## src/rtl/tsh_pkg.sv

```systemverilog
package tsh_pkg;
  typedef enum logic [1:0] {
    ST_IDLE = 2'd0,
    ST_HDR  = 2'd1,
    ST_POLL = 2'd2,
    ST_DATA = 2'd3
  } tsh_state_e;

  localparam logic [7:0] HDR_TAG = 8'hD4;
  localparam int         HDR_BYTES = 4;
endpackage

```

## src/rtl/tsh_shifter.sv

```systemverilog
// One-byte SPI mode-0 shifter with a clock divider; MSB first.
module tsh_shifter #(
  parameter int HALF_DIV = 2
) (
  input  logic       clk,
  input  logic       rst_n,
  input  logic       go,
  input  logic [7:0] tx_byte,
  input  logic       miso,
  output logic       sclk,
  output logic       mosi,
  output logic       busy,
  output logic       done,
  output logic [7:0] rx_byte
);
  localparam int CW = (HALF_DIV > 1) ? $clog2(HALF_DIV) : 1;
  localparam logic [CW-1:0] CNT_LAST = CW'(HALF_DIV - 1);

  logic          busy_q, busy_d, sclk_q, sclk_d, done_q, done_d;
  logic [CW-1:0] cnt_q, cnt_d;
  logic [2:0]    bit_q, bit_d;
  logic [7:0]    tx_q, tx_d, rx_q, rx_d;

  always_comb begin
    busy_d = busy_q;
    sclk_d = sclk_q;
    cnt_d  = cnt_q;
    bit_d  = bit_q;
    tx_d   = tx_q;
    rx_d   = rx_q;
    done_d = 1'b0;
    if (go && !busy_q) begin
      busy_d = 1'b1;
      tx_d   = tx_byte;
      cnt_d  = '0;
      bit_d  = '0;
      sclk_d = 1'b0;
    end else if (busy_q) begin
      if (cnt_q == CNT_LAST) begin
        cnt_d = '0;
        if (!sclk_q) begin
          sclk_d = 1'b1;
          rx_d   = {rx_q[6:0], miso};
        end else begin
          sclk_d = 1'b0;
          if (bit_q == 3'd7) begin
            busy_d = 1'b0;
            done_d = 1'b1;
          end else begin
            bit_d = bit_q + 3'd1;
            tx_d  = {tx_q[6:0], 1'b0};
          end
        end
      end else begin
        cnt_d = cnt_q + 1'b1;
      end
    end
  end

  always_ff @(posedge clk or negedge rst_n) begin
    if (!rst_n) begin
      busy_q <= 1'b0;
      sclk_q <= 1'b0;
      done_q <= 1'b0;
      cnt_q  <= '0;
      bit_q  <= '0;
      tx_q   <= '0;
      rx_q   <= '0;
    end else begin
      busy_q <= busy_d;
      sclk_q <= sclk_d;
      done_q <= done_d;
      cnt_q  <= cnt_d;
      bit_q  <= bit_d;
      tx_q   <= tx_d;
      rx_q   <= rx_d;
    end
  end

  assign sclk    = sclk_q;
  assign mosi    = tx_q[7];
  assign busy    = busy_q;
  assign done    = done_q;
  assign rx_byte = rx_q;

  assert_idle_sclk_low_R11: assert property (@(posedge clk) disable iff (!rst_n)
    !busy_q |-> !sclk_q) else $error("sclk high while shifter idle");
  assert_no_relaunch_R8: assert property (@(posedge clk) disable iff (!rst_n)
    go |-> !busy_q) else $error("byte launched while shifting");
endmodule

```

## src/rtl/tsh_ctrl.sv

```systemverilog
// Access sequencer: length screening, header, wait-state polling, data phase.
module tsh_ctrl
  import tsh_pkg::*;
#(
  parameter int LEN_W   = 8,
  parameter int MAX_LEN = 128,
  parameter int RETRIES = 50
) (
  input  logic             clk,
  input  logic             rst_n,
  input  logic             start,
  input  logic             rd_nwr,
  input  logic [15:0]      reg_addr,
  input  logic [LEN_W-1:0] xfer_len,
  input  logic             chunk_rd,
  input  logic             sh_done,
  input  logic [7:0]       sh_rx,
  output logic             sh_go,
  output logic [7:0]       sh_tx,
  input  logic [7:0]       wr_data,
  output logic             wr_pop,
  output logic             rd_valid,
  output logic [7:0]       rd_data,
  output logic             busy,
  output logic             done,
  output logic             err_timeout,
  output logic             err_len,
  output logic             cs_n
);
  localparam int PW = (RETRIES > 1) ? $clog2(RETRIES) : 1;
  localparam logic [PW-1:0]    POLL_LAST = PW'(RETRIES - 1);
  localparam logic [LEN_W-1:0] LEN_MAX   = LEN_W'(MAX_LEN);
  localparam logic [LEN_W-1:0] HDR_LAST  = LEN_W'(HDR_BYTES - 1);

  tsh_state_e       st_q, st_d;
  logic [LEN_W-1:0] idx_q, idx_d, len_q, len_d, len_m1;
  logic [PW-1:0]    poll_q, poll_d;
  logic [15:0]      addr_q, addr_d;
  logic             rd_q, rd_d, go_q, go_d, done_q, done_d;
  logic             to_q, to_d, el_q, el_d, csn_q, csn_d, len_bad, chunk_ok;

  assign len_m1   = len_q - 1'b1;
  assign chunk_ok = (xfer_len == LEN_W'(1)) || (xfer_len == LEN_W'(2)) ||
                    (xfer_len == LEN_W'(4));
  assign len_bad  = (xfer_len == '0) || (xfer_len > LEN_MAX) ||
                    (chunk_rd && rd_nwr && !chunk_ok);

  always_comb begin
    sh_tx = 8'h00;
    case (st_q)
      ST_HDR: begin
        case (idx_q[1:0])
          2'd0:    sh_tx = {rd_q, len_m1[6:0]};
          2'd1:    sh_tx = HDR_TAG;
          2'd2:    sh_tx = addr_q[15:8];
          default: sh_tx = addr_q[7:0];
        endcase
      end
      ST_DATA: sh_tx = rd_q ? 8'h00 : wr_data;
      default: sh_tx = 8'h00;
    endcase
  end

  always_comb begin
    st_d   = st_q;
    idx_d  = idx_q;
    len_d  = len_q;
    poll_d = poll_q;
    addr_d = addr_q;
    rd_d   = rd_q;
    to_d   = to_q;
    el_d   = el_q;
    csn_d  = csn_q;
    go_d   = 1'b0;
    done_d = 1'b0;
    case (st_q)
      ST_IDLE: if (start) begin
        if (len_bad) begin
          done_d = 1'b1;
          el_d   = 1'b1;
          to_d   = 1'b0;
        end else begin
          st_d   = ST_HDR;
          idx_d  = '0;
          len_d  = xfer_len;
          addr_d = reg_addr;
          rd_d   = rd_nwr;
          el_d   = 1'b0;
          to_d   = 1'b0;
          csn_d  = 1'b0;
          go_d   = 1'b1;
        end
      end
      ST_HDR: if (sh_done) begin
        go_d = 1'b1;
        if (idx_q == HDR_LAST) begin
          idx_d  = '0;
          poll_d = '0;
          st_d   = sh_rx[0] ? ST_DATA : ST_POLL;
        end else begin
          idx_d = idx_q + 1'b1;
        end
      end
      ST_POLL: if (sh_done) begin
        if (sh_rx[0]) begin
          st_d = ST_DATA;
          go_d = 1'b1;
        end else if (poll_q == POLL_LAST) begin
          st_d   = ST_IDLE;
          done_d = 1'b1;
          to_d   = 1'b1;
          csn_d  = 1'b1;
        end else begin
          poll_d = poll_q + 1'b1;
          go_d   = 1'b1;
        end
      end
      default: if (sh_done) begin
        if (idx_q == len_m1) begin
          st_d   = ST_IDLE;
          done_d = 1'b1;
          csn_d  = 1'b1;
        end else begin
          idx_d = idx_q + 1'b1;
          go_d  = 1'b1;
        end
      end
    endcase
  end

  always_ff @(posedge clk or negedge rst_n) begin
    if (!rst_n) begin
      st_q   <= ST_IDLE;
      idx_q  <= '0;
      len_q  <= '0;
      poll_q <= '0;
      addr_q <= '0;
      rd_q   <= 1'b0;
      to_q   <= 1'b0;
      el_q   <= 1'b0;
      csn_q  <= 1'b1;
      go_q   <= 1'b0;
      done_q <= 1'b0;
    end else begin
      st_q   <= st_d;
      idx_q  <= idx_d;
      len_q  <= len_d;
      poll_q <= poll_d;
      addr_q <= addr_d;
      rd_q   <= rd_d;
      to_q   <= to_d;
      el_q   <= el_d;
      csn_q  <= csn_d;
      go_q   <= go_d;
      done_q <= done_d;
    end
  end

  assign sh_go       = go_q;
  assign wr_pop      = go_q && (st_q == ST_DATA) && !rd_q;
  assign rd_valid    = sh_done && (st_q == ST_DATA) && rd_q;
  assign rd_data     = sh_rx;
  assign busy        = (st_q != ST_IDLE);
  assign done        = done_q;
  assign err_timeout = to_q;
  assign err_len     = el_q;
  assign cs_n        = csn_q;

  assert_len_quiet_R6: assert property (@(posedge clk) disable iff (!rst_n)
    (done_q && el_q) |-> (csn_q && $past(csn_q))) else $error("bus touched on bad length");
  assert_flags_excl_R5: assert property (@(posedge clk) disable iff (!rst_n)
    !(to_q && el_q)) else $error("both error flags set");
  assert_cs_held_R10: assert property (@(posedge clk) disable iff (!rst_n)
    (st_q != ST_IDLE) |-> !csn_q) else $error("chip select released mid access");
  assert_busy_start_R12: assert property (@(posedge clk) disable iff (!rst_n)
    ((st_q != ST_IDLE) && start) |=> ($stable(addr_q) && $stable(len_q) && $stable(rd_q)))
    else $error("request changed while busy");
endmodule

```

## src/rtl/tpm_spi_host.sv

```systemverilog
module tpm_spi_host #(
  parameter int HALF_DIV = 2,
  parameter int LEN_W    = 8,
  parameter int MAX_LEN  = 128,
  parameter int RETRIES  = 50
) (
  input  logic             clk,
  input  logic             rst_n,
  input  logic             start,
  input  logic             rd_nwr,
  input  logic [15:0]      reg_addr,
  input  logic [LEN_W-1:0] xfer_len,
  input  logic             chunk_rd,
  input  logic [7:0]       wr_data,
  output logic             wr_pop,
  output logic [7:0]       rd_data,
  output logic             rd_valid,
  output logic             busy,
  output logic             done,
  output logic             err_timeout,
  output logic             err_len,
  output logic             sclk,
  output logic             cs_n,
  output logic             mosi,
  input  logic             miso
);
  logic       rst_meta, rst_sync_n;
  logic       sh_go, sh_done, sh_busy;
  logic [7:0] sh_tx, sh_rx;

  always_ff @(posedge clk or negedge rst_n) begin
    if (!rst_n) begin
      rst_meta   <= 1'b0;
      rst_sync_n <= 1'b0;
    end else begin
      rst_meta   <= 1'b1;
      rst_sync_n <= rst_meta;
    end
  end

  tsh_ctrl #(.LEN_W(LEN_W), .MAX_LEN(MAX_LEN), .RETRIES(RETRIES)) u_ctrl (
    .clk(clk), .rst_n(rst_sync_n), .start(start), .rd_nwr(rd_nwr),
    .reg_addr(reg_addr), .xfer_len(xfer_len), .chunk_rd(chunk_rd),
    .sh_done(sh_done), .sh_rx(sh_rx), .sh_go(sh_go), .sh_tx(sh_tx),
    .wr_data(wr_data), .wr_pop(wr_pop), .rd_valid(rd_valid), .rd_data(rd_data),
    .busy(busy), .done(done), .err_timeout(err_timeout), .err_len(err_len),
    .cs_n(cs_n)
  );

  tsh_shifter #(.HALF_DIV(HALF_DIV)) u_shift (
    .clk(clk), .rst_n(rst_sync_n), .go(sh_go), .tx_byte(sh_tx), .miso(miso),
    .sclk(sclk), .mosi(mosi), .busy(sh_busy), .done(sh_done), .rx_byte(sh_rx)
  );

  assert_shift_in_cs_R10: assert property (@(posedge clk) disable iff (!rst_sync_n)
    sh_busy |-> !cs_n) else $error("shifting with chip select high");
endmodule

```

## config.mk

```make
export PLATFORM = sky130hd
export DESIGN_NAME = tpm_spi_host
export DESIGN_NICKNAME = d
export VERILOG_FILES = /design/src/rtl/tsh_pkg.sv /design/src/rtl/tsh_shifter.sv /design/src/rtl/tsh_ctrl.sv /design/src/rtl/tpm_spi_host.sv
export SDC_FILE = /design/constraint.sdc
export NUM_CORES = 1
export LEC_CHECK = 0
export BUFFER_PORTS_ARGS = -buffer_cell sky130_fd_sc_hd__buf_2
export CAP_MARGIN = 10
export CORE_ASPECT_RATIO = 0.9
export CORE_UTILIZATION = 40
export DETAILED_ROUTE_END_ITERATION = 10
export GPL_TIMING_DRIVEN = 0
export HOLD_SLACK_MARGIN = 0.03
export SKIP_CTS_REPAIR_TIMING = 1
export SKIP_LAST_GASP = 1
export SLEW_MARGIN = 40
export SYNTH_ARGS = -nofsm -noshare
export SYNTH_HDL_FRONTEND = slang
export SYNTH_SLANG_ARGS = --single-unit
```

## constraint.sdc

```tcl
create_clock -name clk -period 4 [get_ports clk]
set_input_delay 0.4 -clock clk [delete_from_list [all_inputs] [get_ports clk]]
set_output_delay 0.4 -clock clk [all_outputs]
set_load 0.005 [all_outputs]
```

==> impl_metrics.json, run 1 <==
{
  "grt_max_degree": 39,
  "vias_per_cell": 5.34,
  "cts_tree": "yes",
  "finish.utilization_pct": 48.8,
  "ys_seq_elements": 71,
  "r2r-start": "u_ctrl.len_q[0]$_DFFE_PN0P_",
  "die_area_mm2": 0.00996,
  "rrSetupSlack_ns": 1.19,
  "multi_input_area_mm2": 0.00193,
  "clockRootBuffer": "clkbuf_8",
  "wl_per_cell_um": 15.3,
  "clock.fmax_ghz": 0.356,
  "grt.overflow.total": 0,
  "async_flop_share_pct": 100,
  "final_cells": 545,
  "ys_dominant_reg_cell": "dfrtp_1",
  "synth_edf_count": 0,
  "worst-r2r-cell-count": 8,
  "period_share_pct": 70.3,
  "critPathKind": "flip-flop to flip-flop",
  "slew_headroom_pct": 56.8,
  "top_level_ports": 55,
  "routabilityCongestion": 0.858,
  "period_minus_slack_ns": 2.81,
  "antenna_found_initial": 0,
  "muxShareOfSynthArea_pct": 13.8,
  "final_cell_mix": "69 x dfrtp_1, 58 x buf_2, 35 x mux2_2",
  "clkLatencyLatePin_ns": 0.35,
  "setup_tns_ns": 0,
  "ys_types": 56,
  "final_max_slew_viol_count": 0,
  "first_pass_iters": 4,
  "p_per_area_mw_per_mm2": 694,
  "fp.dieH_um": 94.8,
  "end_kind": "flip-flop",
  "layout-drive-gt1-share_pct": 29.1,
  "irDropWorstVdd_v": 0.000292,
  "start_util_pct": 41.5,
  "critPathArrivalTime_ns": 3.04,
  "num_rows": 33,
  "synth_xor_area_share_pct": 4.81,
  "grt_pass1_wl_mm": 13.6,
  "hold_violations": 0,
  "num_vias": 2911,
  "crit_required_ns": 4.23,
  "grt_usage_pct": 17.7,
  "grt_pass1_vias": 2736,
  "hpwl_mm": 6.11,
  "hp-class": "flip-flop to async pin",
  "synth_warnings": 0,
  "synthSimpleGateAreaFrac_pct": 14.1,
  "clk_pin_slew_worst_paths_ns": 0.09,
  "num-fill-cells": 855,
  "io_buffers": 54,
  "synth_top_family_by_area": "compound AO/OA/AOI/OAI gates",
  "maxCapViolations": 0,
  "yosys.area_share.adder_pct": 2.94,
  "wl_mm": 8.35,
  "outcome": "finished clean",
  "clock_skew_ns": 0.0213,
  "mostFrequentLayoutCell": "dfrtp_1",
  "area_delta_synth_final_pct": 17.4,
  "synth_compound_area_share_pct": 14.6,
  "nNetsFinal": 465,
  "ant_nets": 0,
  "clockBufferDepth": 2,
  "antenna_cells": 0,
  "syn_nets": 398,
  "worst_r2r_endpoint": "u_ctrl.idx_q[0]$_DFFE_PN0P_",
  "dp_cells": 528,
  "cts_buffers": 9,
  "clkSinkCount": 71,
  "die_w_um": 105,
  "coreArea_mm2": 0.00921,
  "cp-start-kind": "flip-flop",
  "drcViolationCount": 0,
  "path_max_fanout": 9,
  "setup_violations": 0,
  "netlist_area_mm2": 0.00382,
  "avgSynthCellArea_um2": 10.9,
  "drt_iter0_drc": 202,
  "p_leak_nw": 2.11,
  "worst_pin_slew_ns": 0.648,
  "rsz0062_at_grt": "false",
  "cts-htree-levels": 3,
  "synth_cells": 351,
  "yosysSeqAreaShare_pct": 46.5,
  "seq_area_mm2": 0.00178
}
-- Yosys cell counts (3+ instances only) --
library cell,count,area share [%]
mux2_2,35,10
nand4_1,3,0.49
a21o_1,3,0.59
and3_1,6,0.98
a22oi_1,4,0.79
a221oi_1,8,1.8
a21oi_1,11,1.4
a221o_1,7,1.8
o21ai_0,12,1.6
nor2b_1,5,0.82
nand2b_1,6,0.98
or2_2,3,0.49
nor4_1,3,0.49
nand2_1,14,1.4
a22o_1,6,1.4
nand3_1,5,0.65
xnor2_1,8,1.8
mux2i_1,12,3.1
inv_1,13,1.3
a211oi_1,4,0.79
nor3_1,9,1.2
buf_2,4,0.52
ha_1,9,2.9
nor3b_1,4,0.79
a211o_1,3,0.69
clkbuf_1,12,1.2
nor2_1,28,2.7
xor2_1,13,3.0
dfrtp_1,70,46
-- sequential cells by signal, indices dropped and copies added (netlist names), 2 cells and up --
register,cells
u_shift.tx_q,8
u_ctrl.idx_q,8
u_ctrl.len_q,8
u_ctrl.addr_q,16
u_shift.rx_byte,8
u_shift.bit_q,3
u_ctrl.poll_q,6
u_ctrl.st_q,2
-- per-layer routing --
metal  GRT usage (%)  routed length [um]  up-vias
met5               0                   0        -
met4            6.46                 128        0
met3            3.59                 302       11
met2            27.9                3810       67
met1            24.1                4110     1414
li1                -                   -     1419
-- metrics by stage --
step                setup WS [ns]  total power [mW]  area [um^2]  hold slack, ns
floorplan                    1.56              2.16         3820           0.104
global placement             1.06              2.48         4250           0.185
detailed placement           1.19              2.53         4270           0.185
CTS                          1.17              3.14         4480          -0.189
global route                0.997              3.36         4490           0.270
finish                       1.19              3.12         4490           0.273
-- how the worst max path moves through the flow --
stage | from | to | slack [ns]
after global routing | u_ctrl.idx_q[0]$_DFFE_PN0P_ | u_ctrl.idx_q[4]$_DFFE_PN0P_ | 1.0
after detailed placement | u_ctrl.len_q[0]$_DFFE_PN0P_ | u_ctrl.idx_q[0]$_DFFE_PN0P_ | 1.19
after global placement | rst_sync_n$_DFF_PN0_ | u_shift.rx_byte[4]$_DFFE_PN0P_ | 1.06
final | u_ctrl.len_q[0]$_DFFE_PN0P_ | u_ctrl.idx_q[0]$_DFFE_PN0P_ | 1.19
after floorplan | u_ctrl.len_q[0]$_DFFE_PN0P_ | u_ctrl.idx_q[0]$_DFFE_PN0P_ | 1.56
after CTS | u_ctrl.len_q[0]$_DFFE_PN0P_ | u_ctrl.idx_q[0]$_DFFE_PN0P_ | 1.17
-- area by class of cell --
class                   count  share of cell area (%)
repair buffers             56                    6.69
inverters                  13                    1.09
clock inverters             5                    1.25
plain buffers              17                    1.53
well taps                 122                    3.40
flip-flops and latches     71                    39.7
clock buffers              11                    3.37
multi-input cells         250                    43.0
-- critical path, cell delays in order (launching register included) --
cell and delay [ns]:
dfrtp_1 0.44, inv_1 0.11, ha_1 0.17, nor3b_2 0.29, nand2_1 0.15, a311o_1 0.41, nor4_4 0.59, a22oi_4 0.19
mux2_4 0.34
-- cell families (layout without fill, tap and decap cells) --
| logic type | Yosys count | count (layout) |
|---|---|---|
| AOI/OAI and AO/OA | 72 | 72 |
| xor gates and xnor gates | 21 | 21 |
| adders and majority gates | 9 | 9 |
| buffers and inverters | 30 | 102 |
| DFF | 71 | 71 |
| muxes | 48 | 48 |
| other | 1 | 1 |
| and+or+nand+nor | 99 | 99 |
-- power breakdown --
| part | total (mW) | switching [mW] | internal [mW] | leakage [nW] |
|---|---|---|---|---|
| clock network | 0.600 | 0.279 | 0.321 | 0.105 |
| registers | 1.23 | 0.235 | 0.996 | 0.878 |
| logic | 1.28 | 0.654 | 0.630 | 1.13 |
| total | 3.12 | 1.17 | 1.95 | 2.11 |
(Power assumes the default switching activity.)
==> run 2, diff against run 1 <==
--- a/config.mk
+++ b/config.mk
@@ -5,6 +5,7 @@
 export SDC_FILE = /design/constraint.sdc
 export NUM_CORES = 1
 export LEC_CHECK = 0
+export ABC_AREA = 1
 export BUFFER_PORTS_ARGS = -buffer_cell sky130_fd_sc_hd__buf_2
 export CAP_MARGIN = 10
 export CORE_ASPECT_RATIO = 0.9
==> constraint.sdc (replaced) <==
create_clock -name clk -period 2.8 [get_ports clk]
set_input_delay 0.28 -clock clk [delete_from_list [all_inputs] [get_ports clk]]
set_output_delay 0.28 -clock clk [all_outputs]
set_load 0.005 [all_outputs]
==> impl_metrics.json, run 2 <==
{
  "outcome": "finished clean",
  "rsz0062_at_grt": "false",
  "grt.overflow.total": 0,
  "hold_depth": 3,
  "top_level_ports": 55,
  "grt_usage_pct": 20.3,
  "die_w_um": 107,
  "mostFrequentLayoutCell": "nand2_1",
  "clockBufferDepth": 2,
  "first_pass_iters": 5,
  "hold_violations": 0,
  "clock_skew_ns": 0.0163,
  "synth_top_family_by_area": "simple AND/OR/NAND/NOR gates",
  "num-fill-cells": 981,
  "antenna_cells": 0,
  "grt_pass1_wl_mm": 16.0,
  "nNetsFinal": 619,
  "setup_violations": 0,
  "ant_nets": 0,
  "critPathKind": "flip-flop to flip-flop",
  "avgSynthCellArea_um2": 7.81,
  "fp.dieH_um": 96.2,
  "hpwl_mm": 7.05,
  "synth_top_area_share_pct": 44.4,
  "yosys-top-cells-area": "dfrtp_1 44%, nand2_1 15%, nand3_1 5.8%, inv_1 4.9%, o21ai_0 4.1%",
  "worst_pin_slew_ns": 0.516,
  "synth_cells": 505,
  "ys_seq_elements": 71,
  "grt_pass1_vias": 3316,
  "clockRootBuffer": "clkbuf_8",
  "path_max_fanout": 9,
  "multi_input_area_mm2": 0.00188,
  "holdWs_ns": 0.0979,
  "yosysSeqAreaShare_pct": 45.1,
  "postLayoutSetupSlackWorst_ns": 0.826,
  "num_vias": 3528,
  "start_util_pct": 42.2,
  "end_kind": "flip-flop",
  "drt_iter0_drc": 135,
  "wl_mm": 9.31,
  "routabilityCongestion": 0.878,
  "final_cell_mix": "153 x nand2_1, 69 x dfrtp_1, 60 x buf_2",
  "yosys.area_share.adder_pct": 2.86,
  "largest_reg_flops": 16,
  "num_rows": 33,
  "grt_max_degree": 36,
  "place_ws_ns": 0.855,
  "final_max_slew_viol_count": 0,
  "vias_per_cell": 5.05,
  "hp-class": "input pin to flip-flop",
  "synth_compound_area_share_pct": 13.1,
  "clkSinkCount": 71,
  "layout-drive-gt1-share_pct": 19.6,
  "p_per_area_mw_per_mm2": 447,
  "wl_per_cell_um": 13.3,
  "die_area_mm2": 0.0103,
  "netlist_area_mm2": 0.00394,
  "maxCapViolations": 0,
  "worst-r2r-cell-count": 12,
  "synth.most_common_cell": "nand2_1",
  "synthSimpleGateAreaFrac_pct": 29.3,
  "period_share_pct": 70.5,
  "synth_commonest_cells": "153 x nand2_1, 70 x dfrtp_1, 51 x inv_1",
  "cts-htree-levels": 3,
  "cts_tree": "yes",
  "ys_types": 42,
  "async_flop_share_pct": 100,
  "p_leak_nw": 2.36,
  "synth_xor_area_share_pct": 2.44,
  "period_minus_slack_ns": 1.97,
  "clock.fmax_ghz": 0.506,
  "antenna_found_initial": 0,
  "muxShareOfSynthArea_pct": 0,
  "cp-start-kind": "flip-flop",
  "largest-register": "u_ctrl.addr_q",
  "coreArea_mm2": 0.00933,
  "slew_headroom_pct": 65.6,
  "drcViolationCount": 0,
  "crit_required_ns": 3.09,
  "irDropWorstVdd_v": 0.000304,
  "synth_edf_count": 0,
  "ys_dominant_reg_cell": "dfrtp_1",
  "clkLatencyLatePin_ns": 0.37,
  "cts_buffers": 9,
  "syn_nets": 552,
  "critPathArrivalTime_ns": 2.27,
  "dp_cells": 682,
  "synth_warnings": 0,
  "final_cells": 699,
  "seq_area_mm2": 0.00178,
  "yosysTopAreaCell": "dfrtp_1",
  "io_buffers": 54,
  "area_delta_synth_final_pct": 16.6,
  "clk_pin_slew_worst_paths_ns": 0.09
}
## run 2: cell types whose count changed after synthesis, sizes merged, moves of 7 or more
cell    before  now
nand3        5   48
clkbuf      12    2
a221oi       8    0
mux2        36    0
nand2       14  163
mux2i       12    0
a21oi       11   30
o21ai       13   36
inv         13   57
a221o        7    0
## run 2: path summary, 6_finish.rpt
path,start,to,slack [ns]
setup / recovery,u_ctrl.len_q[0]$_DFFE_PN0P_,u_ctrl.idx_q[4]$_DFFE_PN0P_,0.83
min in group asynchronous,rst_n,rst_sync_n$_DFF_PN0_,0.23
max in group asynchronous,rst_sync_n$_DFF_PN0_,u_ctrl.cs_n$_DFFE_PN1P_,1.90
hold / removal,reg_addr[14],u_ctrl.addr_q[14]$_DFFE_PN0P_,0.1
hold reg to reg,rst_sync_n$_DFF_PN0_,u_shift.tx_q[7]$_DFFE_PN0P_,0.29
setup reg to reg,u_ctrl.len_q[0]$_DFFE_PN0P_,u_ctrl.idx_q[4]$_DFFE_PN0P_,0.83
## run 2: cells by family (layout without fill, tap and decap cells)
logic type	Yosys count	in the layout
buf+inv	69	141
xor+xnor	11	11
compound gates	87	87
simple gates	257	257
other cells	1	1
fa+ha+maj	9	9
flops	71	71
## run 2: worst max-delay path, cell delays in order (launching register included)
cell	delay [ns]
dfrtp_1	0.43
inv_2	0.14
ha_1	0.29
nand2_1	0.10
nand3_1	0.09
nand2_1	0.05
inv_1	0.04
nand3_1	0.11
nor2_4	0.15
nand4_4	0.20
nand2_4	0.17
nand2_1	0.07
nand2_1	0.05
## run 2: cell type report
class / instances / area share [%]
multi-input combinational: 365 / 40.9
clock buffer: 10 / 2.78
timing repair buffer: 56 / 6.53
clock inverter: 6 / 1.50
sequential: 71 / 38.8
tap: 122 / 3.32
inverter: 59 / 4.85
buffer: 10 / 1.31
## run 2: through the flow
| step | TNS (ns) | total power [mW] | instance area (um^2) | utilization (%) |
|---|---|---|---|---|
| 6_report | 0 | 2.06 | 4600 | 49.2 |
| 5_1_grt | 0 | 2.16 | 4600 | 49.2 |
| 4_1_cts | 0 | 2.09 | 4590 | 49.1 |
| 3_5_place_dp | 0 | 1.24 | 4390 | 47.0 |
| 3_3_place_gp | -13.84 | 1.23 | 4370 | 46.8 |
| 2_1_floorplan | 0 | 1.18 | 3940 | - |
## run 2: layer usage
metal,track usage [%],part of all wire [%],routed length [um]
met5,0,0,0
met4,6.85,1.5,138
met3,4.54,5.1,472
met2,31.2,44,4100
met1,28.3,49,4600
## run 2: power by group
| part | internal [mW] | switching, mW | leakage, nW |
|---|---|---|---|
| clock | 0.416 | 0.419 | 0.0968 |
| combinational | 0.0641 | 0.0761 | 1.35 |
| sequential | 1.05 | 0.0328 | 0.907 |
